## config.mk

```make
export PLATFORM = sky130hd
export DESIGN_NAME = dma_preq_select
export DESIGN_NICKNAME = d
export VERILOG_FILES = /design/src/rtl/dmapr_pkg.sv /design/src/rtl/dmapr_sync_edge.sv /design/src/rtl/dmapr_route_check.sv /design/src/rtl/dmapr_start_ctrl.sv /design/src/rtl/dma_preq_select.sv
export SDC_FILE = /design/constraint.sdc
export NUM_CORES = 1
export LEC_CHECK = 0
export BUFFER_PORTS_ARGS = -buffer_cell sky130_fd_sc_hd__clkbuf_2
export CORE_MARGIN = 5
export CORE_UTILIZATION = 40
export DETAILED_ROUTE_END_ITERATION = 10
export GPL_TIMING_DRIVEN = 0
export PLACE_DENSITY = 0.74
export RECOVER_POWER = 50
export SLEW_MARGIN = 5
export SYNTH_ARGS = -nofsm -noshare
export SYNTH_HDL_FRONTEND = slang
export SYNTH_SLANG_ARGS = --single-unit
```

## constraint.sdc

```tcl
create_clock -name clk -period 2.8 [get_ports clk]
set_input_delay 0.42 -clock clk [delete_from_list [all_inputs] [get_ports clk]]
set_output_delay 0.42 -clock clk [all_outputs]
set_load 0.01 [all_outputs]
```

## src/rtl/dmapr_pkg.sv

```systemverilog
package dmapr_pkg;

  localparam int SEL_W = 4;
  localparam int TAG_W = 3;
  localparam int IDX_W = SEL_W - 1;

  typedef enum logic [TAG_W-1:0] {
    TAG_EXT    = 3'd0,
    TAG_ONCHIP = 3'd1,
    TAG_A_RXD  = 3'd2,
    TAG_A_TXD  = 3'd3,
    TAG_B_RXD  = 3'd4,
    TAG_B_TXD  = 3'd5
  } tag_e;

  typedef struct packed {
    logic             hit;
    logic             serial;
    logic             rx;
    logic             port_b;
    logic [IDX_W-1:0] idx;
  } sel_info_t;

  // Top bit marks a peripheral request; bit 2 separates timer from serial;
  // for serial codes bit 1 picks the port and bit 0 picks receive.
  function automatic sel_info_t decode_sel(input logic [SEL_W-1:0] code);
    sel_info_t r;
    r.hit    = code[SEL_W-1];
    r.serial = ~code[2];
    r.port_b = code[1];
    r.rx     = code[0];
    r.idx    = code[IDX_W-1:0];
    return r;
  endfunction

endpackage

```

## src/rtl/dmapr_sync_edge.sv

```systemverilog
module dmapr_sync_edge #(
  parameter int NUM_REQ     = 7,
  parameter int SYNC_STAGES = 2
) (
  input  logic               clk,
  input  logic               rst,
  input  logic [NUM_REQ-1:0] req_in,
  output logic [NUM_REQ-1:0] rise
);

  // Stages 0..SYNC_STAGES-1 synchronise; the last stage holds the previous value.
  logic [NUM_REQ-1:0] stg [0:SYNC_STAGES];

  always_ff @(posedge clk) begin
    if (rst) begin
      for (int s = 0; s <= SYNC_STAGES; s++) stg[s] <= '0;
    end else begin
      stg[0] <= req_in;
      for (int s = 1; s <= SYNC_STAGES; s++) stg[s] <= stg[s-1];
    end
  end

  for (genvar i = 0; i < NUM_REQ; i++) begin : g_edge
    assign rise[i] = stg[SYNC_STAGES-1][i] & ~stg[SYNC_STAGES][i];
  end

endmodule

```

## src/rtl/dmapr_route_check.sv

```systemverilog
module dmapr_route_check
  import dmapr_pkg::*;
#(
  parameter int NUM_REQ = 7
) (
  input  logic [SEL_W-1:0] sel_code,
  input  logic [TAG_W-1:0] src_tag,
  input  logic [TAG_W-1:0] dst_tag,
  input  logic             burst_req,
  output logic             sel_valid,
  output logic [IDX_W-1:0] sel_idx,
  output logic             cfg_bad,
  output logic             grant_burst
);

  sel_info_t        info;
  logic             serial_sel;
  logic [TAG_W-1:0] need_src;
  logic [TAG_W-1:0] need_dst;
  logic             route_bad;

  always_comb begin
    info       = decode_sel(sel_code);
    sel_valid  = info.hit && (int'(info.idx) < NUM_REQ);
    sel_idx    = info.idx;
    serial_sel = sel_valid && info.serial;

    if (info.rx) begin
      need_src = info.port_b ? TAG_B_RXD : TAG_A_RXD;
      need_dst = TAG_EXT;
    end else begin
      need_src = TAG_EXT;
      need_dst = info.port_b ? TAG_B_TXD : TAG_A_TXD;
    end

    route_bad   = (src_tag != need_src) || (dst_tag != need_dst);
    cfg_bad     = serial_sel && (route_bad || burst_req);
    grant_burst = sel_valid && !info.serial && burst_req;
  end

endmodule

```

## src/rtl/dmapr_start_ctrl.sv

```systemverilog
module dmapr_start_ctrl
  import dmapr_pkg::*;
#(
  parameter int NUM_REQ = 7
) (
  input  logic               clk,
  input  logic               rst,
  input  logic [NUM_REQ-1:0] rise,
  input  logic               sel_valid,
  input  logic [IDX_W-1:0]   sel_idx,
  input  logic               cfg_bad,
  input  logic               grant_burst,
  input  logic               en_ok,
  input  logic               done_ack,
  output logic               start,
  output logic               cfg_err,
  output logic               burst_mode
);

  localparam int PAD_W = 1 << IDX_W;

  logic [PAD_W-1:0] rise_pad;
  logic             sel_rise;
  logic             fire_ok;
  logic             busy_q;
  logic             err_q;
  logic             start_q;
  logic             burst_q;

  assign rise_pad = PAD_W'(rise);
  assign sel_rise = sel_valid && rise_pad[sel_idx];
  assign fire_ok  = sel_rise && en_ok && !cfg_bad && !err_q && !busy_q;

  always_ff @(posedge clk) begin
    if (rst) begin
      start_q <= 1'b0;
      burst_q <= 1'b0;
      err_q   <= 1'b0;
      busy_q  <= 1'b0;
    end else begin
      start_q <= fire_ok;
      burst_q <= grant_burst;
      err_q   <= err_q | (sel_rise & cfg_bad);
      if (fire_ok && !grant_burst) busy_q <= 1'b1;
      else if (done_ack)           busy_q <= 1'b0;
    end
  end

  assign start      = start_q;
  assign cfg_err    = err_q;
  assign burst_mode = burst_q;

endmodule

```

## src/rtl/dma_preq_select.sv

```systemverilog
module dma_preq_select
  import dmapr_pkg::*;
#(
  parameter int NUM_REQ     = 7,
  parameter int SYNC_STAGES = 2
) (
  input  logic               clk,
  input  logic               rst,
  input  logic [NUM_REQ-1:0] req_in,
  input  logic [SEL_W-1:0]   sel_code,
  input  logic               chan_en,
  input  logic               master_en,
  input  logic               xfer_end,
  input  logic               nmi_flag,
  input  logic               addr_err,
  input  logic [TAG_W-1:0]   src_tag,
  input  logic [TAG_W-1:0]   dst_tag,
  input  logic               burst_req,
  input  logic               done_ack,
  output logic               start,
  output logic               cfg_err,
  output logic               burst_mode
);

  logic [NUM_REQ-1:0] rise;
  logic               sel_valid;
  logic [IDX_W-1:0]   sel_idx;
  logic               cfg_bad;
  logic               grant_burst;
  logic               en_ok;

  assign en_ok = chan_en & master_en & ~xfer_end & ~nmi_flag & ~addr_err;

  dmapr_sync_edge #(
    .NUM_REQ     (NUM_REQ),
    .SYNC_STAGES (SYNC_STAGES)
  ) u_sync (
    .clk    (clk),
    .rst    (rst),
    .req_in (req_in),
    .rise   (rise)
  );

  dmapr_route_check #(
    .NUM_REQ (NUM_REQ)
  ) u_route (
    .sel_code    (sel_code),
    .src_tag     (src_tag),
    .dst_tag     (dst_tag),
    .burst_req   (burst_req),
    .sel_valid   (sel_valid),
    .sel_idx     (sel_idx),
    .cfg_bad     (cfg_bad),
    .grant_burst (grant_burst)
  );

  dmapr_start_ctrl #(
    .NUM_REQ (NUM_REQ)
  ) u_ctrl (
    .clk         (clk),
    .rst         (rst),
    .rise        (rise),
    .sel_valid   (sel_valid),
    .sel_idx     (sel_idx),
    .cfg_bad     (cfg_bad),
    .grant_burst (grant_burst),
    .en_ok       (en_ok),
    .done_ack    (done_ack),
    .start       (start),
    .cfg_err     (cfg_err),
    .burst_mode  (burst_mode)
  );

endmodule

```

# Word-level counts from Yosys, hierarchy flattened
# Memory sizes are Yosys's and may differ from the RTL's.
# Cells that the tools add are included.
dict set report classes {
  add_sub_neg 0
  n_mul 0
  div 0
  magnitude_cmp 2
  eq_ne 2
  shift 0
  n_mux 14
  bitwise 27
  n_reduce_logical 18
}
# cell count
set op_table {}
lappend op_table {{two-way mux 7 bit} 3}
lappend op_table {{bitwise AND 1 bit} 12}
lappend op_table {{two-way mux 3 bit} 4}
lappend op_table {{logical AND 1 bit} 11}
lappend op_table {{NOT 1 bit} 11}
lappend op_table {{two-way mux 1 bit} 6}
lappend op_table {{!= test 3 bit} 2}
lappend op_table {{logical NOT 1 bit} 4}
lappend op_table {{less-than comparator 3 x 4 -> 1 bit, second input constant} 1}
lappend op_table {{bitwise OR 1 bit} 4}
lappend op_table {{binary-select mux 1 bit (select 3 bit)} 1}
lappend op_table {{less-than comparator 3 bit, second input constant} 1}
lappend op_table {{logical OR 1 bit} 2}
lappend op_table {{nonzero test 2 bit} 1}
dict set report totals {
  ff_bits 4
  latchBits 0
  ramBits 21
  mem_bits_ro 0
  output_inout_bits 3
  memories 1
}
# memory depth word_bits rd rd_ports_with_merged_regs wr line_no
set mem_list {}
lappend mem_list {u_sync.stg 3 7 3 0 3 dmapr_sync_edge.sv:12} ;# logic [NUM_REQ-1:0] stg [0:SYNC_STAGES];

# Longest topological paths before layout
dict set report depth {
  word_depth 12
  mapped_depth 6
}

# By module
# From an unflattened synthesis, not the netlist that was laid out.
dict set report hier_totals {
  hier_cells 96
  area_unflattened_um2 1037.2
}
# mod n_inst cells_each area_per_inst_um2 seq_area_each_um2
set by_module_without_submodules {}
lappend by_module_without_submodules {dmapr_sync_edge 1 51 668.1 420.4}
lappend by_module_without_submodules {dmapr_start_ctrl 1 25 222.7 80.1}
lappend by_module_without_submodules {dmapr_route_check 1 18 130.1 0.0}
lappend by_module_without_submodules {dma_preq_select 1 2 16.3 0.0}

# Least setup slack after synthesis
# No wires, ideal clock.
dict set report synth_timing {
  path_kind {input -> register}
  from {input port sel_code[0]}
  to {register u_ctrl.err_q, in the netlist u_ctrl.cfg_err}
  arrival_ns 1.491
  slack_ns 1.177
  stages 5
  n_path_buf 1
  path_cell_list {buf_6 -> or4_4 -> a311oi_2 -> or3_1 -> a21oi_1}
}
dict set report synth_between {
  elab_chain_len 7
}
# element line_no
set synth_lines {}
lappend synth_lines {{start, declared} dma_preq_select.sv:10} ;# input logic [SEL_W-1:0] sel_code,
lappend synth_lines {{parallel branches: the longest is 5 deep, another holds less-than comparator 3 bit} -}
lappend synth_lines {{bitwise AND 1 bit (*)} dmapr_start_ctrl.sv:43} ;# err_q <= err_q | (sel_rise & cfg_bad);
lappend synth_lines {{bitwise OR 1 bit (*)} dmapr_start_ctrl.sv:43}
lappend synth_lines {{end signal, assigned} dmapr_start_ctrl.sv:43}
lappend synth_lines {{end, declared} dmapr_start_ctrl.sv:26} ;# logic err_q;
# Every way passes the cells marked *. The select of a mux whose other input is x is not followed.
# A chain may end at the register's enable or synchronous reset.

==> impl_metrics.tcl <==
set metrics [dict create \
    status "complete, no violations" \
    cap_viol_max_count 0 \
    cts_tree "yes" \
    path_max_fanout 2 \
    drt_iter0_drc 16 \
    synth_compound_gate_area_share_pct 5.834 \
    yosysSeqAreaShare_pct 54.27 \
    grt_usage_pct 9.695 \
    worst_pin_slew_ns 0.4148 \
    synthTopCellsByArea "dfxtp_1 (54%), nor2b_1 (17%), nand2b_1 (4.1%)" \
    worstPathArrival_ns 1.69 \
    slew_headroom_pct 72.34 \
    hold_path.class "in -> reg" \
    vias 695 \
    nNetsFinal 148 \
    cts_resized 0 \
    syn_inst 90 \
    synth-async-reset-ratio_pct 0 \
    worstPathRequired_ns 3.04 \
    synthDominantCellAreaShare_pct 54.27 \
    wire_per_inst_um 10.89 \
    drive_above_1_share_pct 28.10 \
    synth_enable_flop_cells 0 \
    critPathKind "reg -> reg" \
    vdd_drop_max_uv 354.0 \
    diodes 0 \
    clkTransAtPathRegs_ns 0.13 \
    synth_cell_types 25 \
    cts_sinks 25 \
    reg2reg_slack_ns 1.35 \
    setup_viol 0 \
    core-area_um2 2212 \
    synth-seq-cells 25 \
    n_fill_cell 217 \
    grt_overflow 0 \
    synth_top_family_by_area "simple AND/OR/NAND/NOR gates" \
    die_w_um 58.02 \
    rows 17 \
    start_kind "register" \
    place_ws_ns 1.070 \
    hpwl_mm 1.314 \
    power_density_nw_per_um2 518.7 \
    fmax_mhz 690.6 \
    synth_fa_ha_area_share_pct 0 \
    gp_congestion 0.7877 \
    drt_drc_violations_left 0 \
    ctsHoldBuffers 0 \
    cts_buffers 3 \
    yosys.area_share.simple_pct 33.24 \
    cts_setup_buffers 0 \
    drtAntennaViolNets 0 \
    period_share_pct 51.72 \
    netlist_area_um2 922.1 \
    final_cell_mix "nor2b_1 (25), clkbuf_2 (25), dfxtp_1 (25)" \
    io_buffers 27 \
    finalSetupTns_ns 0 \
    clock_skew_ns 0.008405 \
    synth-xor-area-share_pct 0.9498 \
    rsz0062_at_grt "no" \
    htreeDepth 1 \
    synthMuxAreaShare_pct 2.442 \
    worst_setup_path_end_kind "register" \
    start_util_pct 41.69 \
    yosysWarnings 0 \
    report.final.slew_viol_count 0 \
    clk-insertion-delay-late_ns 0.31 \
    area_growth_pct 21.17 \
    synthFlopType "dfxtp_1" \
    synthesis.nets 116 \
    syn_area_per_cell_um2 10.25 \
    grt_pass1_wl_mm 2.580 \
    io_pins 29 \
    synth_top_area_cell "dfxtp_1" \
    die_area_um2 3366 \
    final-hold-violation-count 0 \
    grt_max_degree 15 \
    cts-root-buf "clkbuf_4" \
    firstDrtPassIters 4 \
    die_y_um 58.02 \
    viasPerCell 4.664 \
    antenna_found_initial 0 \
    wirelength_mm 1.622 \
    clockBufferDepth 2 \
    grt_pass1_vias 655 \
    min_period_ns 1.448 \
    setup_ws_ns 1.352 \
    p_leak_nw 0.4625 \
]
[metrics by stage]
step                      hold WS (ns)  cell area (µm²)  power [mW]  utilization (%)  std cells
after floorplan                 0.4138            922.1      0.4086                -         90
after global placement          0.4179             1092      0.4329            49.38        145
after detailed placement        0.4231             1092      0.4358            49.38        145
after CTS                       0.3067             1120      0.5838            50.62        149
after global routing            0.3004             1117      0.6020            50.51        149
final                           0.3070             1117      0.5796            50.51        149
[critical path, cell delays in order, from the launching register on]
cell and delay, ns:
dfxtp_1 0.32, nand2b_1 0.12, mux4_2 0.47, or3_1 0.33, a21oi_1 0.14
[path summary, 6_finish.rpt]
path,from,to,depth (start not counted)
worst min register to register,u_sync.stg[0][1]$_SDFF_PP0_,u_sync.stg[0][8]$_SDFF_PP0_,1
worst max-delay path,u_sync.stg[0][17]$_SDFF_PP0_,u_ctrl.cfg_err$_SDFF_PP0_,4
worst min-delay path,req_in[1],u_sync.stg[0][1]$_SDFF_PP0_,2
worst max register to register,u_sync.stg[0][17]$_SDFF_PP0_,u_ctrl.cfg_err$_SDFF_PP0_,4
[power breakdown]
group,leakage [nW],internal [mW],switching [mW]
sequential,0.205,0.368,0.00347
clock,0.0177,0.0533,0.0997
combinational,0.240,0.0304,0.0244
total,0.463,0.452,0.128
[per-layer routing]
layer | global-route usage, % | vias up | share of wire [%] | wire length (µm)
li1 | - | 359 | - | -
met4 | 3.974 | 0 | 0 | 0
met2 | 16.94 | 19 | 49 | 800
met1 | 10.66 | 317 | 43 | 705
met3 | 3.341 | 0 | 7.2 | 117
met5 | 0 | - | 0 | 0
[area by class of cell]
cell class	count	area [µm²]	area share (%)
sequential	25	500.5	44.79
tap	28	35.03	3.136
clock inverter	1	5.005	0.4479
clock buffer	3	22.52	2.016
timing repair buffer	27	132.6	11.87
inverter	3	11.26	1.008
multi-input combinational	59	391.6	35.05
buffer	3	18.77	1.680
[cells in the mapped netlist, drive strengths merged (2+ instances only)]
library cell,count
inv,3
or3,2
o21ai,2
nor4,2
a21oi,3
nor2b,25
clkbuf,2
nand2b,6
nand2,5
nor3,2
dfxtp,25
[registers in the layout, indices dropped and copies added (netlist names)]
name and cells:
u_ctrl.start 1, u_ctrl.burst_mode 1, u_sync.stg 21, u_ctrl.busy_q 1, u_ctrl.cfg_err 1
[logic make-up after synthesis]
group | count (synthesis)
mux | 1
xor+xnor | 1
buf+inv | 6
simple gates | 49
compound gates | 8
flops | 25
(Power assumes the default switching activity.)
